[config.mk]
export PLATFORM = sky130hd
export DESIGN_NAME = ddr_rd_seq
export DESIGN_NICKNAME = d
export VERILOG_FILES = /design/src/rtl/ddr_rd_seq.sv
export SDC_FILE = /design/constraint.sdc
export NUM_CORES = 1
export LEC_CHECK = 0
export ABC_AREA = 1
export ABC_CLOCK_PERIOD_IN_PS = 3000
export BUFFER_PORTS_ARGS = -buffer_cell sky130_fd_sc_hd__buf_2
export CORE_UTILIZATION = 35
export DETAILED_ROUTE_END_ITERATION = 8
export MAX_ROUTING_LAYER = met4
export PLACE_DENSITY_LB_ADDON = 0.2
export SETUP_SLACK_MARGIN = 0.4
export SLEW_MARGIN = 20
export SYNTH_ARGS = -nofsm -noshare
export SYNTH_HDL_FRONTEND = slang
export SYNTH_SLANG_ARGS = --single-unit
export TNS_END_PERCENT = 5
[constraint.sdc]
create_clock -name clk -period 3 [get_ports clk]
set_clock_uncertainty 0.1 [all_clocks]
set_input_delay 0.45 -clock clk [delete_from_list [all_inputs] [get_ports clk]]
set_output_delay 0.45 -clock clk [all_outputs]
set_load 0.01 [all_outputs]
[src/rtl/ddr_rd_seq.sv]
module ddr_rd_seq #(
  parameter int AW   = 32,
  parameter int DW   = 64,
  parameter int LW   = 8,
  parameter int MAXB = 128,
  localparam int CW  = $clog2(MAXB / 16) + 1
) (
  input  logic          clk,
  input  logic          rst,
  input  logic          cs,
  input  logic          rd_req,
  input  logic          burst,
  input  logic [LW-1:0] burst_len,
  input  logic [AW-1:0] addr,
  input  logic          af_full,
  input  logic          bus_phase,
  input  logic          rd_valid,
  input  logic [DW-1:0] rd_data,
  input  logic          drain_done,
  output logic          cmd_send,
  output logic [AW-1:0] cmd_addr,
  output logic          ack_send,
  output logic [CW-1:0] burst_cnt,
  output logic [DW-1:0] rd_out,
  output logic          fifo_push,
  output logic [DW-1:0] fifo_data
);
  localparam int SH   = 4;
  localparam int BW   = CW + 1;
  localparam int MAXU = MAXB / 16;

  typedef enum logic [2:0] {
    S_IDLE, S_WAIT, S_ALIGN, S_ACK1, S_ACK2, S_Q1, S_Q2, S_FIFO
  } st_t;

  st_t st, nx;
  logic bmode;
  logic [BW-1:0] got, total;

  wire          start      = (st == S_IDLE) && cs && rd_req && !af_full;
  wire [CW-1:0] units      = burst_len[SH +: CW];
  wire          last_issue = burst && (burst_cnt + 1'b1 == units);
  wire          bdone      = (got == total);

  assign cmd_send  = start && !rst;
  assign cmd_addr  = burst ? ({addr[AW-1:SH], {SH{1'b0}}} + ({{(AW-CW){1'b0}}, burst_cnt} << SH))
                           : addr;
  assign ack_send  = (st == S_ACK1) || (st == S_ACK2);
  assign fifo_push = rd_valid && ((st == S_WAIT && bmode) || st == S_Q1 || (st == S_Q2 && !bdone));
  assign fifo_data = rd_data;

  always_comb begin
    nx = st;
    case (st)
      S_IDLE:  if (start && (!burst || last_issue)) nx = S_WAIT;
      S_WAIT:  if (rd_valid) nx = bmode ? S_Q1 : (bus_phase ? S_ALIGN : S_ACK1);
      S_ALIGN: nx = S_ACK1;
      S_ACK1:  nx = S_ACK2;
      S_ACK2:  nx = S_IDLE;
      S_Q1:    if (rd_valid) nx = S_Q2;
      S_Q2:    if (bdone) nx = S_FIFO; else if (rd_valid) nx = S_Q1;
      S_FIFO:  if (drain_done) nx = S_IDLE;
      default: nx = S_IDLE;
    endcase
  end

  always_ff @(posedge clk) begin
    if (rst) begin
      st        <= S_IDLE;
      bmode     <= 1'b0;
      burst_cnt <= '0;
      got       <= '0;
      total     <= '0;
      rd_out    <= '0;
    end else begin
      st <= nx;
      if (start) begin
        bmode <= burst;
        got   <= '0;
        if (burst) begin
          burst_cnt <= burst_cnt + 1'b1;
          total     <= {units, 1'b0};
        end
      end
      if (fifo_push) got <= got + 1'b1;
      if (st == S_WAIT && rd_valid && !bmode) rd_out <= rd_data;
      if (nx == S_IDLE && st != S_IDLE) burst_cnt <= '0;
    end
  end

  p_ack_pair_r7: assert property (@(posedge clk) disable iff (rst)
    $rose(ack_send) |=> ack_send);
  p_ack_end_r7: assert property (@(posedge clk) disable iff (rst)
    (ack_send && $past(ack_send)) |=> !ack_send);
  p_fast_ack_r5: assert property (@(posedge clk) disable iff (rst)
    (st == S_WAIT && rd_valid && !bmode && !bus_phase) |=> $rose(ack_send));
  p_align_ack_r6: assert property (@(posedge clk) disable iff (rst)
    (st == S_WAIT && rd_valid && !bmode && bus_phase) |=> !ack_send ##1 ack_send);
  p_cnt_bound_r4: assert property (@(posedge clk) disable iff (rst)
    burst_cnt <= CW'(MAXU));
  p_no_cmd_busy_r10: assert property (@(posedge clk) disable iff (rst)
    (ack_send || fifo_push) |-> !cmd_send);
  p_push_bound_r8: assert property (@(posedge clk) disable iff (rst)
    fifo_push |-> (got < total || (st == S_WAIT && bmode)));
  p_cmd_holdoff_r2: assert property (@(posedge clk) disable iff (rst)
    af_full |-> !cmd_send);
endmodule

==> flow_summary.toml <==
[logic_synthesis]
synthDistinctLibCells = 33
yosys_warnings = 0
synth_cells = 664
syn_area_per_cell_um2 = 6.98
yosys_register_bits = 81
synth.yosys.seq_area_share = 0.350
syn_nets = 784
synth_area_um2 = 4640

[cts]
clkLatencyLatePin_ps = 320
hold_buffers = 0
cts_buffers = 9
cts_root_buffer = "clkbuf_16"
clockBufferDepth = 2
path_clk_slew_ps = 60
cts_tree = "done"
htreeDepth = 3
clock_sinks = 81

[setup_path]
setup.worst_path.start = "burst_cnt[0]$_SDFFE_PP0P_"
cp_max_fo = 4
end_kind = "output port"
r2r-end = "burst_cnt[0]$_SDFFE_PP0P_"
r2r-start = "burst_cnt[0]$_SDFFE_PP0P_"
reg2reg_slack_ps = 1140
critPathRequiredTime_ps = 2450
start_kind = "flop"
endpoint = "cmd_addr[24]"
cp.arrival_ps = 2180
critical_path_class = "flop to output port"
worstRegToRegCells = 13

[placement]
io_buffers = 275
place_congestion = 0.786
postPlaceCellArea_um2 = 5650
dp_hpwl_mm = 8.92

[route]
viasPerCell = 4.36
initialDrtViolationCount = 220
drt-total-wl_mm = 11.8
num_vias = 4557
drc = 0
dr.pass1.iters = 4
antenna_left = 0
wire_per_inst_um = 11.3

[timing]
rsz0062_at_grt = "yes"
tightestPinTransition_ps = 683
setup_violations = 0
hold_viol_final = 0
slew_headroom = 0.544
fin_setup_tns_ps = 0
drv_slew = 0
period_share = 0.912
period_needed_ps = 2730
fmax_mhz = 366

[floorplanning]
start_util = 0.363
die_w_um = 117
rows = 41
io-pin-count = 280
dieArea_um2 = 13700
core_um2 = 12800
die_h_um = 117

[run_status]
status = "completed"

[cells_and_area]
syn_to_final_growth_pct = 29.4
layout-drive-gt1-share = 0.391
fill_cells = 1371
nNetsFinal = 988
design_area_um2 = 6000

[grt]
use_met1 = 0.206
grt_max_degree = 65
grt_first_pass_wirelength_mm = 18.0
antenna_found_initial = 1
grt_util_met2 = 0.289
grtUsageTotal = 0.171
met3_usage = 0.0381
grt_overflow_total = 0
grt_pass1_vias = 3931
top_usage_layer = "met2"

[min_path]
hold_class = "primary input to flop"

[pwr]
peakVddDrop_mv = 0.265
leakagePower_uw = 0.00325
cellPowerDensity_nw_per_um2 = 409

[run]
cap_violations = 0
## cell usage after synthesis
cell	n	area, um2
nor2_1	160	601
nand3_1	20	100
o21ai_0	16	80.1
buf_1	2	7.51
o21ai_1	62	310
nand3b_1	3	22.5
nor2_2	12	75.1
buf_2	2	10.0
nand3_2	1	10.0
clkbuf_1	12	45.0
nor2_8	1	20.0
buf_4	66	495
ha_1	6	75.1
o21ai_2	1	8.76
or2_1	2	12.5
nand2_4	1	11.3
a21oi_1	17	85.1
and3b_1	1	8.76
nor3_1	7	35.0
nand2_2	2	12.5
nor2_4	2	22.5
inv_2	9	33.8
buf_6	6	67.6
inv_1	42	158
xor2_1	16	140
nor3_2	5	50.1
o211ai_1	1	7.51
a21oi_2	1	8.76
dfxtp_1	81	1620
nand4_1	9	56.3
nand2_1	85	319
fa_1	1	20.0
xnor2_1	12	105
## how the worst min path moves through the flow
stage                          startpoint                endpoint  slack (ps)  cells past startpoint
finish                         rd_data[6]  rd_out[6]$_SDFFE_PP0P_         250                      3
global route                   rd_data[4]  rd_out[4]$_SDFFE_PP0P_         250                      3
CTS                            rd_data[6]  rd_out[6]$_SDFFE_PP0P_         240                      3
detailed placement  total[1]$_SDFFE_PP0P_   total[1]$_SDFFE_PP0P_         370                      2
global placement    total[2]$_SDFFE_PP0P_   total[2]$_SDFFE_PP0P_         370                      2
floorplan           total[1]$_SDFFE_PP0P_   total[1]$_SDFFE_PP0P_         340                      2
## area by class of cell
| class | instances | area, um2 | share of cell area |
|---|---|---|---|
| diodes | 1 | 2.50 | 0.000417 |
| clock buffers | 11 | 243 | 0.0405 |
| clock inverters | 5 | 31.3 | 0.00521 |
| inverters | 51 | 191 | 0.0319 |
| multi-input cells | 444 | 2260 | 0.376 |
| flip-flops and latches | 81 | 1630 | 0.271 |
| well taps | 172 | 215 | 0.0359 |
| repair buffers | 281 | 1430 | 0.239 |
## cells in the final DEF (no fill, tap or decap), drive strengths merged
cell and instances:
buf 281, nor2 175, nand2 88, dfxtp 81, o21ai 79, inv 51
nand3 21, a21oi 18, xor2 16, xnor2 12, nor3 12, clkbuf 11
nand4 9, ha 6, clkinv 4, nand3b 3, or2 2, diode 1
o211ai 1, and3b 1, fa 1, clkinvlp 1
## critical path, cell delays in order (launching register included)
cell,delay [ps]
dfxtp_4,360
ha_4,120
inv_1,40
fa_2,330
inv_2,80
nand3_2,70
nand2_2,70
nand2_2,60
nor2_4,140
nand2_4,90
nor3_4,140
nand2_1,90
xnor2_1,120
buf_2,140
## what timing repair did
item,CTS,global route
cloned,0,0
endpoints found under the setup margin,19,22
buffers inserted,2,0
pin swaps,4,3
gates resized for setup,12,1
## sequential cells by signal, indices dropped and copies added (netlist names)
signal / flops
rd_out: 64
got: 5
burst_cnt: 4
total: 4
st: 3
bmode: 1
## layer usage
metal  vias to the layer above  wire length [um]
li1                       2448                 -
met3                         7               605
met1                      1960              5400
met4                         0                73
met5                         -                 0
met2                       142              5700
## report_power, final
part / internal (uW) / switching [uW]
clock: 580 / 418
combinational: 154 / 202
sequential: 1090 / 9.26
total: 1830 / 629
## cells by family (layout without fill, tap and decap cells)
family	Yosys count	in the layout	share of synthesized area
xor gates and xnor gates	28	28	0.0529
AOI/OAI and AO/OA	98	98	0.108
and+or+nand+nor	311	311	0.293
adders and majority gates	7	7	0.0205
buffers and inverters	139	348	0.176
other	0	1	0
DFF	81	81	0.350
## stage by stage
stage	power, uW	setup WS (ps)	util	instances	hold WS (ps)
after floorplan	1340	489	-	664	344
after detailed placement	1480	163	0.442	1027	370
final	2450	265	0.470	1046	252
after CTS	2500	143	0.469	1045	242
after global placement	1480	182	0.442	1027	370
after global routing	2580	73.0	0.470	1046	249
Note: power is estimated with default switching activity, not from simulation.
